$ cat config.mk
export PLATFORM = sky130hd
export DESIGN_NAME = vram_dma_ctrl
export DESIGN_NICKNAME = d
export VERILOG_FILES = /design/src/rtl/vdma_pkg.sv /design/src/rtl/vdma_edge.sv /design/src/rtl/vdma_engine.sv /design/src/rtl/vdma_regs.sv /design/src/rtl/vram_dma_ctrl.sv
export SDC_FILE = /design/constraint.sdc
export NUM_CORES = 1
export LEC_CHECK = 0
export BUFFER_PORTS_ARGS = -buffer_cell sky130_fd_sc_hd__buf_2
export CAP_MARGIN = 20
export CORE_MARGIN = 2
export CORE_UTILIZATION = 62
export CTS_BUF_LIST = sky130_fd_sc_hd__clkbuf_16
export DETAILED_ROUTE_END_ITERATION = 16
export GPL_TIMING_DRIVEN = 0
export PLACE_DENSITY = 0.86
export SYNTH_ARGS = -nofsm -noshare
export SYNTH_HDL_FRONTEND = slang
export SYNTH_SLANG_ARGS = --single-unit
export TNS_END_PERCENT = 10
$ cat constraint.sdc
create_clock -name clk -period 3 [get_ports clk]
set_input_delay 0.3 -clock clk [delete_from_list [all_inputs] [get_ports clk]]
set_output_delay 0.3 -clock clk [all_outputs]
set_load 0.01 [all_outputs]
$ cat src/rtl/vdma_pkg.sv
package vdma_pkg;
  localparam int CHUNK_LOG2 = 4;
  localparam int CNT_FIELD_W = 7;
  localparam int LEN_W = CNT_FIELD_W + CHUNK_LOG2 + 1;

  localparam logic [2:0] SEL_SRC_HI = 3'd0;
  localparam logic [2:0] SEL_SRC_LO = 3'd1;
  localparam logic [2:0] SEL_DST_HI = 3'd2;
  localparam logic [2:0] SEL_DST_LO = 3'd3;
  localparam logic [2:0] SEL_CTRL   = 3'd4;

  function automatic logic [15:0] fold_src(input logic [7:0] hi, input logic [7:0] lo);
    return {hi, lo[7:4], 4'h0};
  endfunction

  function automatic logic [15:0] fold_dst(input logic [7:0] hi, input logic [7:0] lo);
    return {3'b100, hi[4:0], lo[7:4], 4'h0};
  endfunction

  function automatic logic src_in_vram(input logic [15:0] s);
    return s[15:13] == 3'b100;
  endfunction

  function automatic logic [15:0] dst_step(input logic [15:0] d);
    return {3'b100, d[12:0] + 13'd1};
  endfunction

  function automatic logic [LEN_W-1:0] burst_len(input logic [7:0] v);
    logic [LEN_W-1:0] n;
    n = {{(LEN_W-CNT_FIELD_W){1'b0}}, v[CNT_FIELD_W-1:0]} + 1'b1;
    return n << CHUNK_LOG2;
  endfunction

  function automatic logic [7:0] lcd_off_status(input logic [7:0] v);
    return {1'b1, v[6:0] + 7'd1};
  endfunction
endpackage

$ cat src/rtl/vdma_edge.sv
module vdma_edge (
  input  logic clk,
  input  logic rst_n,
  input  logic level,
  output logic rise
);
  logic level_q;
  always_ff @(posedge clk) begin
    if (!rst_n) level_q <= 1'b0;
    else        level_q <= level;
  end
  assign rise = level & ~level_q;
endmodule

$ cat src/rtl/vdma_engine.sv
module vdma_engine
  import vdma_pkg::*;
(
  input  logic             clk,
  input  logic             rst_n,
  input  logic             start,
  input  logic [15:0]      start_src,
  input  logic [15:0]      start_dst,
  input  logic [LEN_W-1:0] start_len,
  input  logic [7:0]       rd_data,
  output logic             busy,
  output logic             rd_en,
  output logic [15:0]      rd_addr,
  output logic             wr_en,
  output logic [15:0]      wr_addr,
  output logic [7:0]       wr_data,
  output logic             done,
  output logic [15:0]      fin_src,
  output logic [15:0]      fin_dst
);
  logic             phase;
  logic [15:0]      cur_src;
  logic [15:0]      cur_dst;
  logic [LEN_W-1:0] left;

  assign rd_en   = busy & ~phase;
  assign rd_addr = cur_src;
  assign wr_en   = busy & phase;
  assign wr_addr = cur_dst;
  assign wr_data = rd_data;
  assign fin_src = cur_src + 16'd1;
  assign fin_dst = dst_step(cur_dst);
  assign done    = wr_en && (left == {{(LEN_W-1){1'b0}}, 1'b1});

  always_ff @(posedge clk) begin
    if (!rst_n) begin
      busy    <= 1'b0;
      phase   <= 1'b0;
      cur_src <= '0;
      cur_dst <= '0;
      left    <= '0;
    end else if (start && !busy) begin
      busy    <= 1'b1;
      phase   <= 1'b0;
      cur_src <= start_src;
      cur_dst <= start_dst;
      left    <= start_len;
    end else if (busy) begin
      phase <= ~phase;
      if (phase) begin
        cur_src <= fin_src;
        cur_dst <= fin_dst;
        left    <= left - 1'b1;
        if (done) busy <= 1'b0;
      end
    end
  end
endmodule

$ cat src/rtl/vdma_regs.sv
module vdma_regs
  import vdma_pkg::*;
(
  input  logic             clk,
  input  logic             rst_n,
  input  logic             wr,
  input  logic [2:0]       sel,
  input  logic [7:0]       wdata,
  input  logic [2:0]       rsel,
  output logic [7:0]       rdata,
  input  logic [1:0]       video_mode,
  input  logic             lcd_on,
  input  logic             hb_rise,
  input  logic             busy,
  input  logic             done,
  input  logic [15:0]      fin_src,
  input  logic [15:0]      fin_dst,
  output logic             start,
  output logic [15:0]      start_src,
  output logic [15:0]      start_dst,
  output logic [LEN_W-1:0] start_len
);
  logic [7:0] src_hi, src_lo, dst_hi, dst_lo, status;
  logic       hb_mode;
  logic       ctrl_wr, reject, go_now, edge_go;

  assign start_src = fold_src(src_hi, src_lo);
  assign start_dst = fold_dst(dst_hi, dst_lo);
  assign ctrl_wr   = wr && !busy && (sel == SEL_CTRL);
  assign reject    = src_in_vram(start_src);
  assign go_now    = ctrl_wr && !reject &&
                     ((!hb_mode && !wdata[7]) || (video_mode == 2'd0));
  assign edge_go   = hb_mode && hb_rise && !busy && !ctrl_wr;
  assign start     = go_now | edge_go;
  assign start_len = (go_now && !wdata[7]) ? burst_len(wdata)
                                           : LEN_W'(1 << CHUNK_LOG2);

  always_comb begin
    case (rsel)
      SEL_SRC_HI: rdata = src_hi;
      SEL_SRC_LO: rdata = src_lo;
      SEL_DST_HI: rdata = dst_hi;
      SEL_DST_LO: rdata = dst_lo;
      SEL_CTRL:   rdata = status;
      default:    rdata = 8'hFF;
    endcase
  end

  always_ff @(posedge clk) begin
    if (!rst_n) begin
      src_hi  <= 8'h00;
      src_lo  <= 8'h00;
      dst_hi  <= 8'h00;
      dst_lo  <= 8'h00;
      status  <= 8'hFF;
      hb_mode <= 1'b0;
    end else begin
      if (wr && !busy) begin
        case (sel)
          SEL_SRC_HI: src_hi <= wdata;
          SEL_SRC_LO: src_lo <= wdata;
          SEL_DST_HI: dst_hi <= wdata;
          SEL_DST_LO: dst_lo <= wdata;
          default: ;
        endcase
      end
      if (ctrl_wr) begin
        if (reject) begin
          status <= wdata | 8'h80;
        end else begin
          hb_mode <= wdata[7];
          if (!go_now && wdata[7] && !lcd_on) status <= lcd_off_status(wdata);
          else                                status <= {1'b0, wdata[6:0]};
        end
      end
      if (done) begin
        src_hi <= fin_src[15:8];
        src_lo <= fin_src[7:0];
        dst_hi <= fin_dst[15:8];
        dst_lo <= fin_dst[7:0];
        if (hb_mode) begin
          status <= status - 8'd1;
          if (status == 8'h00) hb_mode <= 1'b0;
        end else begin
          status <= 8'hFF;
        end
      end
    end
  end
endmodule

$ cat src/rtl/vram_dma_ctrl.sv
module vram_dma_ctrl
  import vdma_pkg::*;
(
  input  logic        clk,
  input  logic        rst_n,
  input  logic        cfg_wr,
  input  logic [2:0]  cfg_sel,
  input  logic [7:0]  cfg_wdata,
  input  logic [2:0]  cfg_rsel,
  output logic [7:0]  cfg_rdata,
  input  logic [1:0]  lcd_mode,
  input  logic        lcd_on,
  input  logic        hblank,
  output logic        mem_rd_en,
  output logic [15:0] mem_rd_addr,
  input  logic [7:0]  mem_rd_data,
  output logic        mem_wr_en,
  output logic [15:0] mem_wr_addr,
  output logic [7:0]  mem_wr_data,
  output logic        cpu_stall
);
  logic             hb_rise;
  logic             burst_start;
  logic             burst_done;
  logic             busy;
  logic [15:0]      start_src, start_dst, fin_src, fin_dst;
  logic [LEN_W-1:0] start_len;

  vdma_edge u_edge (
    .clk(clk), .rst_n(rst_n), .level(hblank), .rise(hb_rise)
  );

  vdma_regs u_regs (
    .clk(clk), .rst_n(rst_n), .wr(cfg_wr), .sel(cfg_sel), .wdata(cfg_wdata),
    .rsel(cfg_rsel), .rdata(cfg_rdata), .video_mode(lcd_mode), .lcd_on(lcd_on),
    .hb_rise(hb_rise), .busy(busy), .done(burst_done), .fin_src(fin_src),
    .fin_dst(fin_dst), .start(burst_start), .start_src(start_src),
    .start_dst(start_dst), .start_len(start_len)
  );

  vdma_engine u_eng (
    .clk(clk), .rst_n(rst_n), .start(burst_start), .start_src(start_src),
    .start_dst(start_dst), .start_len(start_len), .rd_data(mem_rd_data),
    .busy(busy), .rd_en(mem_rd_en), .rd_addr(mem_rd_addr), .wr_en(mem_wr_en),
    .wr_addr(mem_wr_addr), .wr_data(mem_wr_data), .done(burst_done),
    .fin_src(fin_src), .fin_dst(fin_dst)
  );

  assign cpu_stall = busy;
endmodule

======== Word level (Yosys, flattened, before mapping) ========
Index checks and enable logic that the tools add are counted.
Widths: inputs -> output; s select.
storage, ports and cells
  register bits ........................... 86
  bits in latches ......................... 0
  memory bits (writable) .................. 0
  ROM bits ................................ 0
  logic and storage cells ................. 117
  memories ................................ 0
operators by class
  $add $sub $neg .......................... 6
  multiply operators ...................... 0
  div/mod/pow operators ................... 0
  order comparisons ....................... 0
  eq/ne operators ......................... 10
  shift operators ......................... 0
  mux-type cells .......................... 37
  bitwise logic cells ..................... 7
  reduce and logical (&&, ||, !) cells .... 42
operator list
  kind                   number
  $mux 8                 17
  $mux 16                6
  $mux 12                4
  $pmux 8 s5             1
  $add 16x1->16 const B  1
  $reduce_bool 2->1      8
  $reduce_and 2->1       7
  $add 13x1->13 const B  1
  $logic_and 1x1->1      13
  $eq 12x1->1 const B    1
  $eq 3x2->1 const B     4
  $sub 12x1->12 const B  1
  $eq 3x3->1 const B     3
  $mux 1                 9
  $add 7x1->8 const B    1
  $logic_not 8->1        1
  $sub 8x1->8 const B    1
  $add 7x1->7 const B    1
  $logic_not 1->1        7
  $eq 3x1->1 const B     2
  $logic_not 3->1        2
  $reduce_or 2->1        2
  $and 1x1->1            3
  $not 1->1              3
  3 further kinds        3

======== Logic depth before layout (Yosys ltp) ========
  depth in word-level cells ............... 12
  gate-level depth with buffers ........... 9

======== Modules after synthesis ========
Synthesis repeated with hierarchy kept, for this count alone.
second synthesis, totals
  cells, all modules ...................... 739
  area total of the unflattened synthesis .. 5780.5 um2
modules (own cells, without submodules)
  module       times used  cells an instance  area an instance (um2)  seq. area each (um2)
  vdma_regs    1           372                2921.6                  820.8
  vdma_engine  1           364                2819.0                  920.9
  vdma_edge    1           3                  40.0                    20.0

======== Worst setup path after synthesis ========
No wires, ideal clock.
  kind .................................... register -> register
  start ................................... register u_eng.busy
  end ..................................... register u_regs.src_hi[7]
  setup time .............................. 0.137 ns
  arrival ................................. 1.960 ns
  required time ........................... 2.863 ns
  slack ................................... 0.902 ns
  stages on the path, launching flop included .. 8
  buffers on the path ..................... 2
  clock period less this slack ............ 2.098 ns
  path through ............................ dfxtp_1 buf_2 or3b_2 or3_1 clkbuf_1 mux2_2 nor2_1 a211oi_1
on the way
  cells in the longest elaborated chain, start to end .. 4
  elaborated cells on any way between the ends .. 8
  classes of those cells .................. mux (1); bitwise (1); reduce/logical (6)
ends and longest elaborated chain
  what                                            line                                source
  start, declared                                 vdma_engine.sv:11                   output logic busy,
  start signal, assigned                          vdma_engine.sv:37                   busy <= 1'b0;
  start signal, assigned                          vdma_engine.sv:43                   busy <= 1'b1;
  start signal, assigned                          vdma_engine.sv:54                   if (done) busy <= 1'b0;
  $and 1x1->1 or $logic_not 1->1 (tied branches)  vdma_engine.sv:28, vdma_regs.sv:58
  $logic_and 1x1->1, on equally long branches     vdma_engine.sv:33, vdma_regs.sv:58
  $reduce_bool 2->1 (no source line)              n/a
  $reduce_and 2->1 (no source line)               n/a
  end signal, assigned                            vdma_regs.sv:60                     SEL_SRC_HI: src_hi <= wdata;
  end signal, assigned                            vdma_regs.sv:77                     src_hi <= fin_src[15:8];
  end, declared                                   vdma_regs.sv:23                     logic [7:0] src_hi, src_lo, dst_hi, dst_lo, status;
Parallel ways exist; a longest one is shown, timed or not.
A chain may end at the register's enable or synchronous reset.

======== Worst setup path in the final report ========
  start ................................... register u_eng.phase
  end ..................................... output port mem_wr_en
on the way
  cells in the longest elaborated chain, start to end .. 1
ends and longest elaborated chain
  what                    line                 source
  start, declared         vdma_engine.sv:21    logic phase;
  start signal, assigned  vdma_engine.sv:49    phase <= ~phase;
  $and 1x1->1             vdma_engine.sv:28    assign wr_en = busy & phase;
  end, declared           vram_dma_ctrl.sv:17  output logic mem_wr_en,
No other way between the ends.

==> results.py <==
metrics = {
    "yosys": {
        "syn-cell-area_um2": 5330,
        "async_flop_share": 0,
        "netlist_instances": 648,
        "yosysWarnings": 0,
        "avgSynthCellArea_um2": 8.22,
        "synth-edff-count": 0,
        "synth.distinct_cells": 64,
        "yosysSeqAreaShare": 0.323,
        "synth-seq-cells": 86,
        "ys.flop_type": "dfxtp_1",
    },
    "power_and_ir_drop": {
        "power.density_nw_per_um2": 413,
        "total_power_mw": 2.50,
        "p_leak_nw": 2.51,
        "ir_worst_vdd_mv": 0.295,
    },
    "sta": {
        "fin_worst_skew_ps": 6.39,
        "slew_headroom": 0.390,
        "finalHoldViolations": 0,
        "rsz0062_at_grt": "no",
        "post-route-period-util": 0.951,
        "worst_slack_ps": 147,
        "fin_tns_setup_ps": 0,
        "fmax_ghz": 0.351,
        "finalCriticalPeriod_ps": 2850,
        "slew_violations": 0,
        "hold_ws_ps": 176,
        "worst_slew_pin_slew_ps": 908,
        "finalSetupViolCount": 0,
    },
    "global_routing": {
        "grt_pass1_vias": 5057,
        "antenna_found_initial": 0,
        "grt_pass1_wl_um": 26800,
        "grt-ovfl-total": 0,
        "grt_usage": 0.356,
        "grt_max_degree": 15,
    },
    "final_layout": {
        "multi_input_area_um2": 3270,
        "final_area_um2": 6050,
        "areaGrowthSynthToFinish_pct": 13.5,
        "final_util": 0.732,
        "nets": 759,
        "nFillCells": 660,
        "antenna_cells": 0,
        "register_area_um2": 1720,
        "post_route_cells_drive_above_1_share": 0.187,
        "final_cell_mix": "86 x nor2_1, 86 x dfxtp_1, 69 x buf_2",
        "stdcell_count": 833,
    },
    "floorplan": {
        "core_um2": 8260,
        "fp-row-count": 33,
        "die_h_um": 96.7,
        "initial_utilization": 0.645,
        "die_w_um": 96.7,
        "die_area_um2": 9350,
        "ios": 80,
    },
    "worst_setup_path": {
        "crit_fanout": 10,
        "crit_required_ps": 2700,
        "ff2ff_setup_slack_ps": 170,
        "crit_start": "u_eng.phase",
        "timing.rr.start": "u_eng.busy",
        "worst_setup_path_end_kind": "output pin",
        "cp.arrival_ps": 2550,
        "path_class": "reg2out",
        "startpoint_type": "flip-flop",
    },
    "drt": {
        "vias": 5430,
        "drc": 0,
        "wl_per_cell_um": 20.5,
        "drtPass1Iterations": 5,
        "wl_um": 17100,
        "viasPerCell": 6.52,
        "ant_nets": 0,
        "drtIter0Drc": 670,
    },
    "place": {
        "gp_congestion": 0.965,
        "post-dp-hpwl_um": 12500,
        "dp.cells": 817,
        "port_buffers": 63,
        "pre_cts_ws_ps": 273,
        "dpl_cell_area_um2": 5780,
    },
    "cts": {
        "h-tree-depth": 3,
        "clk_path_buf_depth": 2,
        "cts-root-buf": "clkbuf_16",
        "clock_sinks": 86,
        "cts_tree": "yes",
        "path_clk_slew_ps": 70,
        "clock_latency_ps": 340,
        "cts_buffers": 9,
        "hold_buffers": 0,
    },
    "job": {
        "cap_violations": 0,
    },
    "status": {
        "status": "finished clean",
    },
    "worst_hold_path": {
        "holdCritPathClass": "in2reg",
        "worstHoldStart": "hblank",
    },
}
[per-layer routing]
metal | GRT usage | part of all wire | vias to the layer above
li1 | - | - | 2478
met1 | 0.483 | 0.41 | 2514
met2 | 0.550 | 0.44 | 378
met3 | 0.0665 | 0.11 | 60
met4 | 0.164 | 0.036 | 0
met5 | 0 | 0 | -
[layout make-up]
cell class | instances | area share
multi-input combinational | 493 | 0.541
sequential | 86 | 0.285
timing repair buffer | 63 | 0.0522
buffer | 58 | 0.0486
clock buffer | 9 | 0.0373
tap | 105 | 0.0217
inverter | 12 | 0.00745
clock inverter | 7 | 0.00724
[report_power, final]
group          total [mW]  internal [mW]  switching [mW]
combinational       0.279          0.106           0.173
clock                1.04          0.555           0.481
sequential           1.18           1.16          0.0218
total                2.50           1.82           0.676
[repair_timing]
action                                  in CTS  in global routing
endpoints found under the setup margin       0                  1
hold endpoints to repair                     0                  0
resized for setup                            0                  2
setup buffers                                0                  0
[cells by family (layout without fill, tap and decap cells)]
| family | count (synthesis) | after routing | synth area share |
|---|---|---|---|
| other | 1 | 2 | 0.000704 |
| DFF | 86 | 86 | 0.323 |
| adders and majority gates | 7 | 7 | 0.0164 |
| and+or+nand+nor | 241 | 241 | 0.223 |
| muxes | 45 | 45 | 0.0860 |
| AOI/OAI and AO/OA | 148 | 148 | 0.205 |
| xor gates and xnor gates | 50 | 50 | 0.0822 |
| buffers and inverters | 70 | 149 | 0.0634 |
[cell usage after synthesis, types with 10 or more instances]
cell type / instances / area [µm²]
nand3_1: 27 / 135
nand2_1: 47 / 176
inv_1: 12 / 45.0
xnor2_1: 21 / 184
nor2_1: 86 / 323
buf_4: 10 / 75.1
xor2_1: 29 / 254
a21oi_1: 35 / 175
clkbuf_1: 36 / 135
a211oi_1: 10 / 75.1
o21ai_0: 24 / 120
a211oi_2: 18 / 225
and3_1: 10 / 62.6
nor3_1: 16 / 80.1
mux2i_1: 39 / 390
nand4_1: 10 / 62.6
dfxtp_1: 86 / 1720
[worst max-delay path, stage by stage, from the launching register on]
cell and delay, ps:
dfxtp_1 310, clkbuf_1 380, nand2_1 300, inv_1 130, clkbuf_1 520, clkbuf_2 390
buf_2 190
[worst paths after layout]
check	end	cells after the start
max	mem_wr_en	6
min	u_edge.level_q	2
max reg2reg	u_eng.left[2]	7
min reg2reg	u_eng.wr_addr[15]	2
[state kept, by name (all words and copies together), names as in the netlist]
name	flops
u_eng.busy	1
u_regs.src_hi	8
u_regs.dst_hi	8
u_regs.dst_lo	8
u_eng.rd_addr	16
u_eng.left	12
u_eng.wr_addr	14
u_regs.hb_mode	1
u_edge.level_q	1
u_eng.phase	1
u_regs.status	8
u_regs.src_lo	8
No activity file was read; power rests on OpenSTA's default activity.
